[config.mk]
export PLATFORM = sky130hd
export DESIGN_NAME = sync_burst_sram
export DESIGN_NICKNAME = d
export VERILOG_FILES = /design/src/rtl/sbs_pkg.sv /design/src/rtl/sbs_addr_unit.sv /design/src/rtl/sbs_lane_decode.sv /design/src/rtl/sbs_array.sv /design/src/rtl/sync_burst_sram.sv
export SDC_FILE = /design/constraint.sdc
export NUM_CORES = 1
export LEC_CHECK = 0
export BUFFER_PORTS_ARGS = -buffer_cell sky130_fd_sc_hd__clkbuf_2
export CORE_MARGIN = 1
export CORE_UTILIZATION = 56
export DETAILED_ROUTE_END_ITERATION = 7
export GPL_TIMING_DRIVEN = 0
export PLACE_DENSITY = 0.76
export SLEW_MARGIN = 5
export SYNTH_ARGS = -nofsm -noshare
export SYNTH_HDL_FRONTEND = slang
export SYNTH_SLANG_ARGS = --single-unit
[constraint.sdc]
create_clock -name clk -period 2.5 [get_ports clk]
set_input_delay 0.125 -clock clk [delete_from_list [all_inputs] [get_ports clk]]
set_output_delay 0.125 -clock clk [all_outputs]
set_load 0.02 [all_outputs]
[src/rtl/sbs_pkg.sv]
package sbs_pkg;
  localparam int LANES   = 4;
  localparam int LANE_W  = 9;
  localparam int WORD_W  = LANES * LANE_W;
  localparam int BURST_W = 2;

  typedef enum logic [1:0] {
    LD_NONE = 2'd0,
    LD_PROC = 2'd1,
    LD_CTRL = 2'd2
  } ld_kind_e;
endpackage

[src/rtl/sbs_addr_unit.sv]
module sbs_addr_unit
  import sbs_pkg::*;
#(
  parameter int AW = 4
) (
  input  logic          clk,
  input  logic          rst_n,
  input  logic          sleep_i,
  input  logic [AW-1:0] addr_i,
  input  logic          en1_n,
  input  logic          en2,
  input  logic          en3_n,
  input  logic          pstb_n,
  input  logic          cstb_n,
  input  logic          adv_n,
  output ld_kind_e      kind_o,
  output logic          sel_o,
  output logic [AW-1:0] cur_addr_o,
  output logic          active_o,
  output logic          first_o
);
  localparam int HI_W = AW - BURST_W;

  logic [HI_W-1:0]    hi_q;
  logic [BURST_W-1:0] cnt_q;
  logic               active_q;
  logic               first_q;
  logic               proc_hit;
  logic               ctrl_hit;

  // processor strobe counts only with enable 1 low; it outranks the controller
  assign proc_hit = !pstb_n && !en1_n;
  assign ctrl_hit = !cstb_n && !proc_hit;
  assign kind_o   = proc_hit ? LD_PROC : (ctrl_hit ? LD_CTRL : LD_NONE);
  assign sel_o    = !en1_n && en2 && !en3_n;

  always_ff @(posedge clk) begin
    if (!rst_n) begin
      hi_q     <= '0;
      cnt_q    <= '0;
      active_q <= 1'b0;
      first_q  <= 1'b0;
    end else if (!sleep_i) begin
      if (kind_o != LD_NONE) begin
        active_q <= sel_o;
        first_q  <= sel_o && !active_q;
        if (sel_o) begin
          hi_q  <= addr_i[AW-1:BURST_W];
          cnt_q <= addr_i[BURST_W-1:0];
        end
      end else begin
        first_q <= 1'b0;
        if (active_q && !adv_n) cnt_q <= cnt_q + BURST_W'(1);
      end
    end
  end

  assign cur_addr_o = {hi_q, cnt_q};
  assign active_o   = active_q;
  assign first_o    = first_q;

  assert_load_seed_R1: assert property (@(posedge clk) disable iff (!rst_n)
    (!sleep_i && kind_o != LD_NONE && !en1_n && en2 && !en3_n)
      |=> (active_q && cur_addr_o == $past(addr_i)));

  assert_proc_ignored_R3: assert property (@(posedge clk) disable iff (!rst_n)
    (!sleep_i && en1_n && cstb_n) |=> ($stable(hi_q) && $stable(active_q)));

  assert_burst_step_R5: assert property (@(posedge clk) disable iff (!rst_n)
    (!sleep_i && pstb_n && cstb_n && active_q && !adv_n)
      |=> (cnt_q == $past(cnt_q) + BURST_W'(1) && $stable(hi_q)));

  assert_burst_hold_R5: assert property (@(posedge clk) disable iff (!rst_n)
    (!sleep_i && (pstb_n || en1_n) && cstb_n && adv_n) |=> $stable(cnt_q));

  assert_sleep_freeze_R11: assert property (@(posedge clk) disable iff (!rst_n)
    sleep_i |=> ($stable(cnt_q) && $stable(hi_q) && $stable(active_q) && $stable(first_q)));
endmodule

[src/rtl/sbs_lane_decode.sv]
module sbs_lane_decode
  import sbs_pkg::*;
(
  input  logic             slot_i,
  input  logic             gwr_n,
  input  logic             bwr_n,
  input  logic [LANES-1:0] lane_sel_n,
  output logic [LANES-1:0] we_o
);
  for (genvar g = 0; g < LANES; g++) begin : g_lane
    assign we_o[g] = slot_i && (!gwr_n || (!bwr_n && !lane_sel_n[g]));
  end
endmodule

[src/rtl/sbs_array.sv]
module sbs_array
  import sbs_pkg::*;
#(
  parameter int AW = 4
) (
  input  logic              clk,
  input  logic              rst_n,
  input  logic [LANES-1:0]  we_i,
  input  logic [AW-1:0]     waddr_i,
  input  logic [WORD_W-1:0] wdata_i,
  input  logic [AW-1:0]     raddr_i,
  output logic [WORD_W-1:0] rdata_o
);
  localparam int DEPTH = 1 << AW;

  for (genvar g = 0; g < LANES; g++) begin : g_lane
    logic [LANE_W-1:0] mem [DEPTH];

    always_ff @(posedge clk) begin
      if (!rst_n) begin
        for (int k = 0; k < DEPTH; k++) mem[k] <= '0;
      end else if (we_i[g]) begin
        mem[waddr_i] <= wdata_i[g*LANE_W +: LANE_W];
      end
    end

    assign rdata_o[g*LANE_W +: LANE_W] = mem[raddr_i];
  end
endmodule

[src/rtl/sync_burst_sram.sv]
module sync_burst_sram
  import sbs_pkg::*;
#(
  parameter int AW = 4
) (
  input  logic              clk,
  input  logic              rst_n,
  input  logic [AW-1:0]     addr_i,
  input  logic              en1_n,
  input  logic              en2,
  input  logic              en3_n,
  input  logic              pstb_n,
  input  logic              cstb_n,
  input  logic              adv_n,
  input  logic              gwr_n,
  input  logic              bwr_n,
  input  logic [LANES-1:0]  lane_sel_n,
  input  logic              oe_n,
  input  logic              sleep_i,
  input  logic [WORD_W-1:0] wdata_i,
  output logic [WORD_W-1:0] rdata_o,
  output logic              rvalid_o
);
  ld_kind_e          kind;
  logic              sel;
  logic [AW-1:0]     cur_addr;
  logic              active;
  logic              first;
  logic              wr_slot;
  logic [AW-1:0]     waddr;
  logic [LANES-1:0]  we;
  logic [WORD_W-1:0] mem_rd;

  sbs_addr_unit #(.AW(AW)) u_addr (
    .clk        (clk),
    .rst_n      (rst_n),
    .sleep_i    (sleep_i),
    .addr_i     (addr_i),
    .en1_n      (en1_n),
    .en2        (en2),
    .en3_n      (en3_n),
    .pstb_n     (pstb_n),
    .cstb_n     (cstb_n),
    .adv_n      (adv_n),
    .kind_o     (kind),
    .sel_o      (sel),
    .cur_addr_o (cur_addr),
    .active_o   (active),
    .first_o    (first)
  );

  // controller-strobe loads write at once; continuation writes use the held address
  assign wr_slot = !sleep_i && (((kind == LD_CTRL) && sel) || ((kind == LD_NONE) && active));
  assign waddr   = (kind == LD_CTRL) ? addr_i : cur_addr;

  sbs_lane_decode u_dec (
    .slot_i     (wr_slot),
    .gwr_n      (gwr_n),
    .bwr_n      (bwr_n),
    .lane_sel_n (lane_sel_n),
    .we_o       (we)
  );

  sbs_array #(.AW(AW)) u_mem (
    .clk     (clk),
    .rst_n   (rst_n),
    .we_i    (we),
    .waddr_i (waddr),
    .wdata_i (wdata_i),
    .raddr_i (cur_addr),
    .rdata_o (mem_rd)
  );

  assign rvalid_o = !oe_n && !sleep_i && active && !first;
  assign rdata_o  = rvalid_o ? mem_rd : '0;

  assert_proc_no_write_R2: assert property (@(posedge clk) disable iff (!rst_n)
    (kind == LD_PROC) |-> (we == '0));

  assert_global_all_R6: assert property (@(posedge clk) disable iff (!rst_n)
    (wr_slot && !gwr_n) |-> (&we));

  assert_bwe_gate_R7: assert property (@(posedge clk) disable iff (!rst_n)
    (gwr_n && bwr_n) |-> (we == '0));

  assert_first_mask_R10: assert property (@(posedge clk) disable iff (!rst_n)
    first |-> !rvalid_o);

  assert_desel_quiet_R12: assert property (@(posedge clk) disable iff (!rst_n)
    (!active && kind == LD_NONE) |-> (we == '0 && !rvalid_o));

  assert_sleep_quiet_R11: assert property (@(posedge clk) disable iff (!rst_n)
    sleep_i |-> (we == '0 && !rvalid_o));
endmodule

==> impl_metrics.yaml, run 1 <==
sta:
  timing.fmax_mhz: 332
  final_hold_viol_count: 0
  slew_headroom: 0.172
  fin_ws_ns: -0.513
  min_period_ns: 3.01
  drv_slew: 0
  fin_hold_ws_ns: 0.0730
  worst-slew-pin-transition_ns: 1.24
  skew_ns: 0.0342
  setup_viol_count_final: 217
  rsz0062_at_grt: "yes"
  fin_crit_sh: 1.21
cells_and_area:
  finalCoreUtilization: 0.704
  num-nets-final: 2247
  stdcell_count: 2851
  syn2layout_area_growth_pct: 24.1
  layout-drive-gt1-share: 0.422
  finalInstanceArea_mm2: 0.0336
  fill_cells: 2831
  diodes: 0
min_path:
  hold_path_class: "primary input to flop"
cts:
  cts_buffers: 57
  h-tree-depth: 2
  cts_sinks: 582
  cts_buffer_depth: 3
  cts_tree: "done"
  path_clk_slew_ns: 0.07
  ctsRootBufferMaster: "clkbuf_16"
  clock_latency_ns: 0.65
global_routing:
  antenna_found_initial: 1
  gr-total-overflow: 0
  grt_max_degree: 15
  grt_pass1_vias: 19145
  grt_pass1_wl_mm: 127
  globalRouteTotalUtil: 0.362
synth:
  syn-num-nets: 1949
  avgSynthCellArea_um2: 14.3
  synth_enable_flop_cells: 576
  synth_seq_cells: 582
  postSynthCellCount: 1893
  synthFlopType: "edfxtp_1"
  ys_types: 41
  syn_area_mm2: 0.0271
  yosysWarnings: 0
  synthArstFlopShare: 0
  synth_seq_area_share: 0.643
setup_path:
  cp-start-kind: "flop"
  path_buf_inv: 4
  crit_type: "flop to output port"
  cpMaxStageDelayCell: "o211ai_1"
  critPathRequiredTime_ns: 2.38
  cp-end-kind: "output port"
  critical_path.max_stage_delay_ns: 0.56
  crit_top_cell: "buf_4"
  worst_ep_arrival_time_ns: 2.89
  crit_fanout: 6
  ff2ff_setup_slack_ns: -0.24
  path_cells: "nor4b_4, buf_4, nor2b_4, buf_8, buf_12, a22oi_2, o211ai_1, buf_4"
  crit_family: "buffers and inverters"
route:
  wl_mm: 90.9
  vias_per_cell: 6.82
  drc: 0
  wire_per_inst_um: 31.9
  drtAntennaViolNets: 0
  drt-initial-drc-count: 3246
  drt_first_pass_iters: 8
  vias: 19453
placement:
  dp_hpwl_mm: 58.0
  placedCellCount: 2634
  io_buffers: 91
  place.gp.congestion: 0.965
  dpl_cell_area_mm2: 0.0286
die:
  coreArea_mm2: 0.0477
  io_pins: 93
  die_area_mm2: 0.0493
  fp.dieW_um: 222
  start_util: 0.567
  die_h_um: 222
  rows: 80
power_and_ir_drop:
  p_leak_nw: 10.9
  p_total_mw: 21.4
  power_density_mw_per_mm2: 638
  vdd_ir_drop_max_mv: 0.559
run_status:
  outcome: "finished, violations left"
  violations: "negative setup slack"
flow_run:
  maxCapViolations: 0
## synth_stat cells, types with 6 or more instances
cell,instances,area share
nand2_1,43,0.0060
a22oi_1,70,0.019
clkbuf_1,102,0.014
nor4_1,6,0.0014
nor2b_1,7,0.0016
nand3_1,40,0.0074
buf_6,31,0.013
a31oi_1,16,0.0037
dfxtp_1,6,0.0044
nor2_2,220,0.051
buf_2,48,0.0089
o211ai_1,36,0.010
nand4_4,30,0.024
nand4_2,6,0.0028
mux2i_1,71,0.026
o21ai_0,68,0.013
nor2_1,361,0.050
mux4_2,109,0.091
edfxtp_1,576,0.64
nor3_1,9,0.0017
## metrics by stage
step | TNS, ns | worst slack (ns)
after global placement | -567.23 | -1.43
after floorplan | 0 | 0.0349
after global routing | -19.69 | -0.482
after detailed placement | -285.12 | -0.902
final | -23.55 | -0.513
after CTS | -9.94 | -0.227
## worst min-delay path: stages
cell	delay, ns
clkbuf_2	0.18
mux2_2	0.18
nand2_1	0.04
o21ai_0	0.13
## sequential cells by signal, indices dropped and copies added, names as in the netlist
signal	flops
u_mem.g_lane.mem	576
u_addr.cnt_q	2
u_addr.hi_q	2
u_addr.active_o	1
u_addr.first_o	1
## path summary, 6_finish.rpt
path / end / depth (start not counted) / from
setup / recovery: rdata_o[26] / 8 / u_addr.first_o
hold / removal: u_addr.cnt_q[1] / 4 / addr_i[1]
setup reg to reg: u_mem.g_lane[3].mem[4][3] / 7 / u_addr.cnt_q[0]
hold reg to reg: u_addr.active_o / 2 / u_addr.active_o
## logic make-up after synthesis
family	share of synthesized area
buffers and inverters	0.0387
AO/OA/AOI/OAI	0.0505
AND/OR/NAND/NOR	0.150
flip-flops	0.643
multiplexers	0.118
## per-layer routing
| layer | GRT usage | wire length [µm] |
|---|---|---|
| met1 | 0.462 | 29500 |
| met2 | 0.537 | 40200 |
| met3 | 0.139 | 15000 |
| met4 | 0.195 | 6090 |
| met5 | 0 | 92 |
## timing repair
| item | in CTS | in global routing |
|---|---|---|
| hold buffers | 42 | 0 |
| pin swaps | 51 | 46 |
| setup buffers | 42 | 28 |
| endpoints found under the setup margin | 641 | 561 |
| endpoints found under the hold margin | 205 | 0 |
| cloned | 10 | 1 |
| gates resized for setup | 359 | 202 |
## placed cells by master (no fill, tap or decap), types with 6 or more instances in the layout
| cell type | netlist | final |
|---|---|---|
| clkbuf_2 | 0 | 76 |
| clkbuf_16 | 0 | 66 |
| nor2_2 | 220 | 220 |
| a22oi_1 | 70 | 13 |
| clkbuf_1 | 102 | 48 |
| nor3_1 | 9 | 9 |
| clkbuf_8 | 0 | 10 |
| nand3_1 | 40 | 24 |
| buf_8 | 0 | 10 |
| nand2_2 | 0 | 6 |
| o21ai_4 | 3 | 32 |
| edfxtp_1 | 576 | 576 |
| o21ai_2 | 1 | 19 |
| mux4_2 | 109 | 109 |
| nor2_1 | 361 | 360 |
| buf_6 | 31 | 54 |
| o211ai_1 | 36 | 36 |
| buf_12 | 3 | 37 |
| buf_16 | 0 | 12 |
| a22oi_2 | 0 | 57 |
| clkinv_1 | 0 | 16 |
| o21ai_1 | 0 | 17 |
| a31oi_1 | 16 | 11 |
| bufinv_16 | 0 | 7 |
| nand4_2 | 6 | 6 |
| nand4_4 | 30 | 30 |
| dlygate4sd3_1 | 0 | 42 |
| mux2i_1 | 71 | 68 |
| nor4_1 | 6 | 6 |
| buf_2 | 48 | 24 |
| nand2_1 | 43 | 37 |
| nand3_2 | 1 | 16 |
| clkinv_2 | 0 | 15 |
| clkbuf_4 | 0 | 13 |
| buf_4 | 0 | 95 |
## cell type report
| type | count | area [µm²] | area share |
|---|---|---|---|
| buffer | 180 | 1700 | 0.0505 |
| timing repair buffer | 245 | 2350 | 0.0698 |
| sequential | 582 | 17400 | 0.518 |
| clock inverter | 41 | 369 | 0.0110 |
| multi-input combinational | 1123 | 9510 | 0.283 |
| inverter | 2 | 7.51 | 0.000223 |
| tap | 615 | 769 | 0.0229 |
| clock buffer | 63 | 1490 | 0.0444 |
## power breakdown
group	total (mW)	internal, mW	switching [mW]	leakage [nW]
clock	8.83	4.99	3.84	0.919
combinational	1.51	0.545	0.967	3.90
sequential	11.1	11.0	0.0984	6.04
total	21.4	16.5	4.91	10.9
(Power assumes the default switching activity.)
==> inputs of run 2 (changes only) <==
- CAP_MARGIN: not set -> 20
- CORE_ASPECT_RATIO: not set -> 0.75
- SYNTH_HIERARCHICAL: not set -> 1
==> impl_metrics.yaml, run 2 <==
run_status:
  outcome: "finished, violations left"
  violations: "negative setup slack"
die:
  io_pins: 93
  rows: 68
  coreArea_mm2: 0.0466
  fp.dieW_um: 255
  die_area_mm2: 0.0487
  start_util: 0.574
  die_h_um: 191
global_routing:
  grt_max_degree: 15
  grt_pass1_wl_mm: 105
  antenna_found_initial: 2
  globalRouteTotalUtil: 0.299
  grt_pass1_vias: 16769
  gr-total-overflow: 0
flow_run:
  maxCapViolations: 0
placement:
  io_buffers: 92
  placedCellCount: 2517
  dp_hpwl_mm: 48.2
  place.gp.congestion: 0.866
synth:
  syn_area_mm2: 0.0268
  post-synth-top-count-cell: "and2_1"
  avgSynthCellArea_um2: 15.2
  yosysTopAreaCell: "edfxtp_1"
  synth_seq_area_share: 0.650
  yosysWarnings: 6
  synth_seq_cells: 582
  postSynthCellCount: 1756
  synth_area_leaders: "edfxtp_1 (65%), and2_1 (14%), mux4_2 (12%)"
  syn-num-nets: 1812
  synth_enable_flop_cells: 576
  synthFlopType: "edfxtp_1"
  ys_types: 34
  synth_top_area_share: 0.646
  synthArstFlopShare: 0
  yosys-top-cells-count: "and2_1 (602), edfxtp_1 (576), mux4_2 (144)"
setup_path:
  path_cells: "buf_12, buf_16, buf_12, mux4_2, a22oi_2, nand2_1, and2_2, clkbuf_2"
  worst_ep_arrival_time_ns: 2.64
  crit_top_cell: "buf_12"
  critical_path.max_stage_delay_ns: 0.53
  cpMaxStageDelayCell: "mux4_2"
  crit_fanout: 10
  cp-end-kind: "output port"
  crit_type: "flop to output port"
  ff2ff_setup_slack_ns: -0.05
  cp-start-kind: "flop"
  critPathRequiredTime_ns: 2.38
route:
  vias: 17048
  drc: 0
  wire_per_inst_um: 26.9
  vias_per_cell: 6.30
  drt_first_pass_iters: 6
  wl_mm: 72.8
  drt-initial-drc-count: 2387
  drtAntennaViolNets: 0
sta:
  drv_slew: 0
  timing.fmax_mhz: 362
  skew_ns: 0.0213
  setup_viol_count_final: 73
  slew_headroom: 0.333
  fin_ws_ns: -0.264
  rsz0062_at_grt: "yes"
  worst-slew-pin-transition_ns: 1.00
  final_hold_viol_count: 0
  min_period_ns: 2.76
  fin_crit_sh: 1.11
cts:
  clock_latency_ns: 0.60
  cts_buffer_depth: 3
  ctsRootBufferMaster: "clkbuf_16"
  cts_sinks: 582
  cts_buffers: 54
  path_clk_slew_ns: 0.06
  h-tree-depth: 2
  cts_tree: "done"
cells_and_area:
  layout_common_cells: "and2_1 (594), edfxtp_1 (576), mux4_2 (144), clkbuf_2 (96), clkbuf_16 (60)"
  syn2layout_area_growth_pct: 20.8
  layout-drive-gt1-share: 0.307
  num-nets-final: 2090
  finalCoreUtilization: 0.694
  stdcell_count: 2707
  top_regs: "u_mem/g_lane.mem (576), u_addr/cnt_q (2), u_addr/hi_q (2)"
  largest_reg_flops: 576
  layout_commonest_cell: "and2_1"
  regMostFlops: "u_mem/g_lane.mem"
min_path:
  hold_path_class: "primary input to flop"
power_and_ir_drop:
  vdd_ir_drop_max_mv: 0.611
  power_density_mw_per_mm2: 630
  p_total_mw: 20.4
  p_leak_nw: 11.6
[run 2: power by group]
part | total (mW) | leakage [nW] | internal (mW) | switching, mW
clock network | 7.86 | 0.812 | 4.33 | 3.52
registers | 11.1 | 5.97 | 11.0 | 0.0956
logic | 1.42 | 4.82 | 0.541 | 0.874
[run 2: cell type report]
cell class | count | area [µm²]
Fill cell | 3012 | 14300
Multi-Input combinational cell | 1060 | 9660
Clock inverter | 30 | 186
Buffer | 113 | 856
Sequential cell | 582 | 17400
Antenna cell | 1 | 2.50
Tap cell | 630 | 788
Timing Repair Buffer | 223 | 1960
Clock buffer | 68 | 1470
[run 2: path summary, 6_finish.rpt]
check                  startpoint                         to  cells after the start
hold / removal              en3_n            u_addr/active_o                      4
hold reg to reg   u_addr/active_o            u_addr/active_o                      2
setup / recovery  u_addr/cnt_q[0]                rdata_o[30]                      8
setup reg to reg  u_addr/active_o  u_mem/g_lane[0].mem[1][1]                      7
[run 2: worst max-delay path: cells and delay by family, from the launching register on]
family / cells / cell delay (ns)
compound gates: 1 / 0.18
buf+inv: 4 / 0.66
flops: 1 / 0.38
simple gates: 2 / 0.30
mux: 1 / 0.53
[run 2: layer usage]
layer  share of wire  routed length [µm]  GRT usage
met1            0.38               27800      0.431
met2            0.46               33300      0.458
met3            0.13                9360     0.0664
met4           0.032                2360     0.0908
met5         0.00054                  39          0
[run 2: cells by family after synthesis]
logic type	share of synthesized area
compound gates	0.0362
buf+inv	0.0199
flops	0.650
mux	0.124
simple gates	0.170
[run 2: timing repair]
action | CTS | global route
setup endpoints to repair | 876 | 717
pin swaps | 19 | 30
hold endpoints to repair | 222 | 0
gates cloned | 7 | 3
hold buffers | 47 | 0
buffers inserted | 12 | 25
resized for setup | 273 | 115
[run 2: per-stage QoR]
step                setup slack (ns)  hold WS (ns)  TNS [ns]  instance area [µm²]
floorplan                     -0.169         0.247    -19.80                26800
global route                  -0.319        0.0582    -13.39                32300
detailed placement             -1.03         0.418   -707.39                28300
global placement               -1.57         0.409   -920.22                28000
CTS                           -0.267        0.0313    -13.16                31700
finish                        -0.264        0.0613     -7.88                32300
